File: src/rtl/pin_evt_pkg.sv
package pin_evt_pkg;

  // Polarity / trigger-kind code carried per pin
  typedef enum logic [1:0] {
    POL_HIGH_RISE = 2'b00,
    POL_LOW_FALL  = 2'b01,
    POL_BOTH      = 2'b10,
    POL_RSVD      = 2'b11
  } pol_e;

  // Sleep state code shared by the bank
  typedef enum logic [1:0] {
    SLP_RUN  = 2'b00,
    SLP_IDLE = 2'b01,
    SLP_RAM  = 2'b10,
    SLP_OFF  = 2'b11
  } sleep_e;

  localparam int WAKE_STATES = 3;

endpackage

File: src/rtl/pin_evt_trigger.sv
// Trigger qualifier for one pin: keeps the previous sample and decides
// whether the programmed condition holds this cycle.
module pin_evt_trigger
  import pin_evt_pkg::*;
(
  input  logic       clk,
  input  logic       rst,
  input  logic       level,
  input  logic       lvl_mode,
  input  logic [1:0] pol,
  output logic       hit
);

  logic prev_q;
  logic rise;
  logic fall;

  always_ff @(posedge clk) begin
    if (rst) prev_q <= 1'b0;
    else     prev_q <= level;
  end

  assign rise = level & ~prev_q;
  assign fall = ~level & prev_q;

  always_comb begin
    hit = 1'b0;
    if (lvl_mode) begin
      unique case (pol_e'(pol))
        POL_HIGH_RISE: hit = level;
        POL_LOW_FALL:  hit = ~level;
        default:       hit = 1'b0;  // both-edges is not valid with level sensing
      endcase
    end else begin
      unique case (pol_e'(pol))
        POL_HIGH_RISE: hit = rise;
        POL_LOW_FALL:  hit = fall;
        POL_BOTH:      hit = rise | fall;
        default:       hit = 1'b0;
      endcase
    end
  end

endmodule

File: src/rtl/pin_evt_wake_sel.sv
// Picks, for every pin, the wake-enable bit that matches the sleep state.
module pin_evt_wake_sel
  import pin_evt_pkg::*;
#(
  parameter int NUM_PINS = 8
) (
  input  logic [1:0]                      sleep_state,
  input  logic [WAKE_STATES*NUM_PINS-1:0] wake_en,
  output logic [NUM_PINS-1:0]             wake_allow
);

  for (genvar p = 0; p < NUM_PINS; p++) begin : g_pin
    always_comb begin
      unique case (sleep_e'(sleep_state))
        SLP_IDLE: wake_allow[p] = wake_en[WAKE_STATES*p + 0];
        SLP_RAM:  wake_allow[p] = wake_en[WAKE_STATES*p + 1];
        SLP_OFF:  wake_allow[p] = wake_en[WAKE_STATES*p + 2];
        default:  wake_allow[p] = 1'b0;
      endcase
    end
  end

endmodule

File: src/rtl/pin_evt_status.sv
// Sticky status bits for one pin plus the registered qualified outputs.
module pin_evt_status (
  input  logic clk,
  input  logic rst,
  input  logic hit,
  input  logic gen_ok,
  input  logic wake_ok,
  input  logic unmask,
  input  logic clr_int,
  input  logic clr_wake,
  output logic int_sts,
  output logic wake_sts,
  output logic pending,
  output logic req,
  output logic en_rb
);

  logic int_d;
  logic wake_d;

  // a clear strobe takes priority over a coincident trigger
  assign int_d  = clr_int  ? 1'b0 : (int_sts  | (hit & gen_ok));
  assign wake_d = clr_wake ? 1'b0 : (wake_sts | (hit & wake_ok));

  always_ff @(posedge clk) begin
    if (rst) begin
      int_sts  <= 1'b0;
      wake_sts <= 1'b0;
      pending  <= 1'b0;
      req      <= 1'b0;
      en_rb    <= 1'b0;
    end else begin
      int_sts  <= int_d;
      wake_sts <= wake_d;
      pending  <= int_d | wake_d;
      req      <= (int_d | wake_d) & gen_ok & unmask;
      en_rb    <= gen_ok;
    end
  end

endmodule

File: src/rtl/pin_evt_bank.sv
module pin_evt_bank
  import pin_evt_pkg::*;
#(
  parameter int NUM_PINS = 8
) (
  input  logic                            clk,
  input  logic                            rst,
  input  logic [NUM_PINS-1:0]             level_in,
  input  logic [NUM_PINS-1:0]             trig_level,
  input  logic [2*NUM_PINS-1:0]           pol_sel,
  input  logic [NUM_PINS-1:0]             irq_en,
  input  logic [NUM_PINS-1:0]             irq_unmask,
  input  logic [WAKE_STATES*NUM_PINS-1:0] wake_en,
  input  logic [1:0]                      sleep_state,
  input  logic                            block_win,
  input  logic [NUM_PINS-1:0]             clr_int,
  input  logic [NUM_PINS-1:0]             clr_wake,
  output logic [NUM_PINS-1:0]             int_sts,
  output logic [NUM_PINS-1:0]             wake_sts,
  output logic [NUM_PINS-1:0]             pending,
  output logic [NUM_PINS-1:0]             irq_req,
  output logic [NUM_PINS-1:0]             en_readback
);

  logic [NUM_PINS-1:0] wake_allow;
  logic [NUM_PINS-1:0] hit;

  pin_evt_wake_sel #(.NUM_PINS(NUM_PINS)) u_wake_sel (
    .sleep_state (sleep_state),
    .wake_en     (wake_en),
    .wake_allow  (wake_allow)
  );

  for (genvar p = 0; p < NUM_PINS; p++) begin : g_pin
    pin_evt_trigger u_trig (
      .clk      (clk),
      .rst      (rst),
      .level    (level_in[p]),
      .lvl_mode (trig_level[p]),
      .pol      (pol_sel[2*p +: 2]),
      .hit      (hit[p])
    );

    pin_evt_status u_sts (
      .clk      (clk),
      .rst      (rst),
      .hit      (hit[p]),
      .gen_ok   (irq_en[p] & ~block_win),
      .wake_ok  (wake_allow[p] & ~block_win),
      .unmask   (irq_unmask[p]),
      .clr_int  (clr_int[p]),
      .clr_wake (clr_wake[p]),
      .int_sts  (int_sts[p]),
      .wake_sts (wake_sts[p]),
      .pending  (pending[p]),
      .req      (irq_req[p]),
      .en_rb    (en_readback[p])
    );
  end

endmodule

File: config.mk
export PLATFORM = sky130hd
export DESIGN_NAME = pin_evt_bank
export DESIGN_NICKNAME = d
export VERILOG_FILES = /design/src/rtl/pin_evt_pkg.sv /design/src/rtl/pin_evt_trigger.sv /design/src/rtl/pin_evt_wake_sel.sv /design/src/rtl/pin_evt_status.sv /design/src/rtl/pin_evt_bank.sv
export SDC_FILE = /design/constraint.sdc
export NUM_CORES = 1
export LEC_CHECK = 0
export ABC_AREA = 1
export BUFFER_PORTS_ARGS = -buffer_cell sky130_fd_sc_hd__buf_2
export CAP_MARGIN = 20
export CORE_ASPECT_RATIO = 1.1
export CORE_MARGIN = 3
export CORE_UTILIZATION = 50
export DETAILED_ROUTE_END_ITERATION = 8
export PLACE_DENSITY = 0.9
export SLEW_MARGIN = 20
export SYNTH_ARGS = -nofsm -noshare
export SYNTH_HDL_FRONTEND = slang
export SYNTH_SLANG_ARGS = --single-unit
File: constraint.sdc
create_clock -name clk -period 3.21 [get_ports clk]
set_input_delay 0.642 -clock clk [delete_from_list [all_inputs] [get_ports clk]]
set_output_delay 0.642 -clock clk [all_outputs]
set_load 0.02 [all_outputs]
==> results of run 1 <==
==> power groups by stage <==
| stage | registers [mW] | logic [mW] | clock network, mW |
|---|---|---|---|
| after detailed placement | 0.630 | 0.222 | 0 |
| after floorplan | 0.629 | 0.134 | 0 |
| after global placement | 0.630 | 0.213 | 0 |
| after global routing | 0.618 | 0.255 | 0.415 |
| after CTS | 0.617 | 0.223 | 0.393 |
| final | 0.616 | 0.221 | 0.378 |
==> placed cells by master (no fill, tap or decap), types with 6 or more instances in the layout <==
master    count
nand2_1     134
buf_2       132
inv_1        89
dfxtp_1      48
nor2_1       40
nand3_1      33
a21oi_1      16
ha_1         16
nand2_2       9
nand3b_1      8
clkbuf_8      6
==> final cells by class <==
cell class                 instances  area, um^2  area share [%]
clock buffer                       6        82.6            2.43
sequential                        48         961            28.2
clock inverter                     2        13.8           0.404
multi-input combinational        259        1250            36.6
timing repair buffer             132         661            19.4
tap                               75        93.8            2.76
inverter                          92         345            10.1
==> final timing paths <==
kind	endpoint	cells after the start
worst min-delay path	g_pin[5].u_sts.wake_sts	4
worst max register to register	g_pin[1].u_sts.req	9
worst max-delay path	g_pin[1].u_sts.req	11
worst min register to register	g_pin[5].u_sts.wake_sts	4
==> cell families after synthesis <==
family                   Yosys count
AO/OA/AOI/OAI                     16
adder cells (fa/ha/maj)           16
buffers and inverters            137
flip-flops                        48
AND/OR/NAND/NOR                  227
==> through the flow <==
stage	worst slack (ns)	cells
final	1.61	614
after global routing	1.48	614
after CTS	1.61	614
after detailed placement	1.29	606
after global placement	1.36	606
after floorplan	1.61	444
==> worst max-delay path, cell delays in order <==
cell and delay, ns:
buf_2 0.10, inv_1 0.07, ha_1 0.28, nand3b_1 0.15
nand3_1 0.08, nand2_1 0.05, nand2_1 0.10, nand2_1 0.06
nand2_1 0.05, nand2_1 0.08, a21oi_1 0.18
==> state kept, by name (all words and copies together), names as in the netlist <==
name and cells:
g_pin.u_sts.en_rb 8, g_pin.u_sts.int_sts 8, g_pin.u_sts.pending 8, g_pin.u_sts.req 8
g_pin.u_sts.wake_sts 8, g_pin.u_trig.prev_q 8
==> per-layer routing <==
metal,up-vias,part of all wire [%]
met2,104,51
met4,0,1.7
met1,1251,41
li1,1457,-
met5,-,0
met3,13,6.4
==> summary.txt, run 1 <==
Setup path
  – FF-to-FF Start: g_pin[1].u_trig.prev_q
  – Req. time, crit path: 3.44 ns
  – Worst Setup SP: level_in[1]
  – Crit path max fanout: 3
  – WP data arrival: about 1.8 ns
  – WS Path Type: input port to flip-flop
  – CP Launch Type: input port
  – Worst R2R Setup Slack: roughly 1.8 ns
  – CP endpoint kind: flip-flop

Power
  – P_sw: 338 uW
  – Flop pwr share: 50.7%
  – Total power draw: between 1 and 1.5 mW
  – Max IR drop VDD: approximately 0.19 mV
  – Clock share of power: 31.1%
  – Comb pwr share: a little under a fifth
  – LEAKAGE: between 2 and 2.5 nW
  – Pint: approximately 880 uW
  – Switching share of total power: ~28%
  – Pwr/cell area: roughly 360 nW/um^2

Routing
  – Total iterations of the first detailed-routing run: 4
  – Final WL: around 6.7 mm
  – Post-route ant nets: 0
  – Vias: 2825
  – Wire per inst: 10.9 um
  – Initial DRC Count: around 60
  – DR DRC count: 0
  – Vias per inst: 4.60

Die
  – Die area: 6710 um^2
  – Initial core utilization: a little over half
  – Core Area: 5470 um^2
  – I/O pins: approximately 130
  – Chip Height: 85.6 um
  – Cell Rows: 28
  – Die Wd: 78.4 um

Synth
  – Synth cell count leaders: nand2_1 (134), inv_1 (89), dfxtp_1 (48), buf_4 (40), nor2_1 (40)
  – Simple-gate share of the synthesized area: approximately 34%
  – Syn Area/Cell: about 6.5 um^2
  – Synth Area in Compound Gates: between 2 and 3%
  – Ys async rst share: 0%
  – Synth warn: 0
  – Post-Synthesis Cells: between 400 and 500
  – Main flop type after synthesis: dfxtp_1
  – Sequential area share after synthesis: 33.3%
  – Synth top area share: 33.3%
  – Mux cell area share after synthesis: 0%
  – Synth Area in XOR/XNOR: 0%
  – Synth Area in Adders: slightly below 7%
  – Synth top area cells: dfxtp_1 (33%), nand2_1 (17%), inv_1 (12%)
  – Main combinational cell family by area after synthesis: simple AND/OR/NAND/NOR gates
  – Most area-hungry cell type in the Yosys netlist: dfxtp_1
  – Synth unique cells: 16
  – Most used standard cell by instance count after synthesis: nand2_1
  – Number of synthesized flops with an enable pin: 0
  – Synth Net Count: 553
  – Synthesized area: 2880 um^2
  – Flop and latch count out of synthesis: 48

Clocking
  – Hold Buf Count CTS: 0
  – Gates resized, CTS repair: 0
  – CTS Buf Count: 5
  – Root buf cell: clkbuf_8
  – CTS tree: yes
  – Clk_lat worst skew: a little under 0.3 ns
  – Clock sinks: 48
  – H-tree depth: 2
  – Setup repair bufs after CTS: 0
  – Clock Pin Slew Worst Setup and Hold Paths: 0.09 ns
  – Clk buf depth: 2

Global routing
  – Antenna violations before repair: 0
  – Met3 usage: between 4 and 5%
  – Number of global-route vias before repair: roughly 2800
  – First-pass GRT wire length: between 10 and 15 mm
  – Met1 Use GR: between 20% and 30%
  – GRT Total Usage: 20.6%
  – M2 GR Usage: around 40%
  – GRT busiest layer: met2
  – Gr ovfl total: 0
  – Pin count of the biggest net entering global routing: roughly 40

Timing
  – Worst hold margin: between 0.5 and 0.6 ns
  – Worst-margin pin slew: about 0.73 ns
  – Fin. Hold Viols: 0
  – FMAX: 0.627 GHz
  – Setup Total Neg Slack: 0 ns
  – Tcrit/Tclk final: between 40% and 50%
  – Max-slew headroom: roughly half
  – Clk_skew: around 0.009 ns
  – RSZ-0062 raised after global routing: no
  – Final setup viols: 0
  – Minimum clock period: around 1.6 ns
  – Slew Viols, Final: 0

Cells and area
  – Final Core Density: roughly 62%
  – Syn-to-layout area delta: 18.1%
  – Antenna cells: 0
  – Nets: around 650
  – Filler cell count: 506
  – Cell area after layout: roughly 3400 um^2
  – Layout cells sized above 1: between 20 and 30%

Placed design
  – RD Place Congestion: between 0.8 and 0.9
  – DP HPWL: 5.42 mm
  – IO buf count: approximately 130
  – Placement Cell Area: 3310 um^2

Job
  – Max-cap violations: 0

Min path
  – Hold Crit Class: flip-flop to flip-flop
  – HP Start: g_pin[5].u_sts.wake_sts

Status
  – Status: finished clean
Power figures use the tool's default switching activity.
==> inputs of run 2 (changes only) <==
- ABC_AREA: 1 -> 0
- CORE_UTILIZATION: 50 -> 42
- PLACE_DENSITY: 0.9 -> 0.82
- clock period: 3.21 -> 1.3 ns (I/O delays scaled with it)
==> summary.txt, run 2 <==
Status
  – Status: finished with violations
  – Failing checks: setup timing

Timing
  – Fin. Hold Viols: 0
  – Final setup viols: 28
  – FMAX: around 0.67 GHz
  – Tcrit/Tclk final: 115%
  – Worst hold margin: 0.169 ns
  – Setup slack after layout: -0.200 ns
  – Clk_skew: 0.00822 ns
  – RSZ-0062 raised after global routing: yes
  – Max-slew headroom: 74.1%
  – Setup Total Neg Slack: -1.98 ns
  – Slew Viols, Final: 0
  – Worst-margin pin slew: around 0.4 ns
  – Minimum clock period: 1.50 ns

Setup path
  – Ordered cell list for the critical path: inv_2 > ha_4 > mux2_4 > o211ai_1 > a21oi_1 > o21bai_1 > a21oi_1
  – Buf+Inv Stages, Crit Path: 1
  – CP Launch Type: flip-flop
  – Crit path top cell by count: a21oi_1
  – Req. time, crit path: ~1.5 ns
  – WP data arrival: roughly 1.7 ns
  – Crit path max fanout: 3
  – WS Path Type: flip-flop to flip-flop
  – Worst path top cell family by delay: compound AO/OA/AOI/OAI gates
  – Slowest stage cell, crit path: dfxtp_2
  – CP endpoint kind: flip-flop
  – CP max stage delay: 0.34 ns

Cells and area
  – Layout Cells excl Fill: between 500 and 600
  – Antenna cells: 0
  – Final Core Density: 60.5%
  – Syn-to-layout area delta: 39.0%
  – Layout cells sized above 1: slightly above 50%
  – Nets: approximately 560
  – Most frequent cells in the layout: buf_2 (132), nor2_1 (40), dfxtp_1 (40), nor2b_1 (27), buf_4 (27)
  – Area of the multi-input gates: between 1500 and 2000 um^2
  – Filler cell count: roughly 560
  – Register area: 971 um^2
  – Most common cell after layout, fill and taps aside: buf_2

Placed design
  – Placed Cells: 519
  – IO buf count: between 100 and 150
  – RD Place Congestion: 0.833
  – DP HPWL: 5.40 mm

Synth
  – Synthesized area: 2710 um^2
  – Number of synthesized flops with an enable pin: 0
  – Ys async rst share: 0%
  – Synth Area in Adders: under 10%
  – Synth Area in XOR/XNOR: 0%
  – Synth unique cells: 25
  – Synth Area in Compound Gates: 19.0%
  – Most area-hungry cell type in the Yosys netlist: dfxtp_1
  – Most used standard cell by instance count after synthesis: dfxtp_1
  – Main combinational cell family by area after synthesis: compound AO/OA/AOI/OAI gates
  – Flop and latch count out of synthesis: 48
  – Mux cell area share after synthesis: between 3 and 4%
  – Syn Area/Cell: between 8 and 9 um^2
  – Synth top area share: 35.4%
  – Synth warn: 0
  – Synth Net Count: between 400 and 500
  – Synth cell count leaders: dfxtp_1 (48), buf_4 (40), nor2_1 (40), nor2b_1 (35), a21oi_1 (26)
  – Sequential area share after synthesis: about 35%
  – Simple-gate share of the synthesized area: roughly 18%
  – Synth top area cells: dfxtp_1 (35%), buf_4 (11%), nor2b_1 (8.1%)
  – Main flop type after synthesis: dfxtp_1
  – Post-Synthesis Cells: between 300 and 400

Power
  – Pwr/cell area: ~870 nW/um^2
  – Total power draw: 3.29 mW
  – LEAKAGE: around 1.8 nW
  – Max IR drop VDD: 0.422 mV

Routing
  – DR DRC count: 0
  – Wire per inst: between 10 and 15 um
  – Final WL: about 7 mm
  – Total iterations of the first detailed-routing run: 6
  – Vias: 2623
  – Vias per inst: around 5
  – Initial DRC Count: 57
  – Post-route ant nets: 0

Die
  – Core Area: about 6200 um^2
  – Die Wd: slightly above 80 um
  – Die area: approximately 7500 um^2
  – Initial core utilization: between 40 and 50%
  – Cell Rows: 30
  – Chip Height: approximately 90 um
  – I/O pins: approximately 130

Job
  – Max-cap violations: 0

Global routing
  – Pin count of the biggest net entering global routing: 19
  – GRT Total Usage: approximately 17%
  – Number of global-route vias before repair: roughly 2500
  – Antenna violations before repair: 0
  – First-pass GRT wire length: roughly 10 mm
  – Gr ovfl total: 0

Clocking
  – CTS Buf Count: 5
  – Root buf cell: clkbuf_8
  – Clk buf depth: 2
  – Clock sinks: 48
  – Clk_lat worst skew: about 0.30 ns
  – Clock Pin Slew Worst Setup and Hold Paths: 0.09 ns
  – H-tree depth: 2
  – Setup repair bufs after CTS: 0
  – CTS tree: yes

Min path
  – Hold Crit Class: input port to flip-flop
run 2: cell types whose count changed after synthesis, moves of 6 or more:
cell | previous run | this run
a211o_1 | 0 | 9
nor3_1 | 0 | 6
o21ai_0 | 0 | 15
nor2b_1 | 0 | 35
o21bai_1 | 0 | 16
a21oi_1 | 16 | 26
nand2_1 | 134 | 10
a31oi_1 | 0 | 8
nand3b_1 | 8 | 0
nand2_2 | 9 | 0
inv_1 | 89 | 24
mux2i_1 | 0 | 8
nand3_1 | 33 | 7
a311oi_1 | 0 | 6
run 2: per-layer routing:
layer	vias to the layer above	wire [um]	global-route usage, %
met3	15	455	3.69
met1	1225	2730	18.6
li1	1294	-	-
met5	-	0	0
met2	89	3800	33.2
met4	0	129	4.90
run 2: layout make-up:
cell class | instances | area share [%]
multi-input cells | 206 | 42.3
flip-flops and latches | 48 | 25.7
repair buffers | 161 | 24.0
well taps | 80 | 2.65
inverters | 24 | 2.39
clock buffers | 5 | 1.82
clock inverters | 3 | 1.13
run 2: through the flow:
stage	setup slack (ns)	instance area (um^2)
floorplan	-0.106	2740
global placement	-0.216	3360
detailed placement	-0.282	3360
CTS	-0.225	3540
global route	-0.258	3770
finish	-0.200	3770
run 2: kinds of logic (layout without fill, tap and decap cells):
group / after synthesis / after routing
multiplexers: 9 / 9
adder cells (fa/ha/maj): 16 / 16
AND/OR/NAND/NOR: 100 / 100
buffers and inverters: 74 / 193
flip-flops: 48 / 48
AO/OA/AOI/OAI: 81 / 81
run 2: tightest hold or removal path, delay by kind of cell:
kind | cells | cell delay, ns
AOI/OAI and AO/OA | 1 | 0.03
and+or+nand+nor | 1 | 0.05
buffers and inverters | 1 | 0.09
run 2: worst paths after layout:
check / cells past startpoint / slack, ns / end / startpoint
worst min-delay path: 3 / 0.17 / g_pin[4].u_sts.req / irq_unmask[4]
worst min register to register: 2 / 0.55 / g_pin[5].u_sts.int_sts / g_pin[5].u_sts.int_sts
worst max register to register: 7 / -0.20 / g_pin[0].u_sts.req / g_pin[0].u_trig.prev_q
worst max-delay path: 7 / -0.20 / g_pin[0].u_sts.req / g_pin[0].u_trig.prev_q
run 2: power breakdown:
part           internal (mW)  switching (mW)  total (mW)
combinational          0.347           0.341       0.688
sequential              1.51          0.0216        1.53
clock                  0.569           0.499        1.07
run 2: timing repair:
action	CTS	global route
resized for setup	29	47
hold endpoints to repair	0	0
hold buffers	0	0
pin swaps	23	27
setup endpoints to repair	32	32
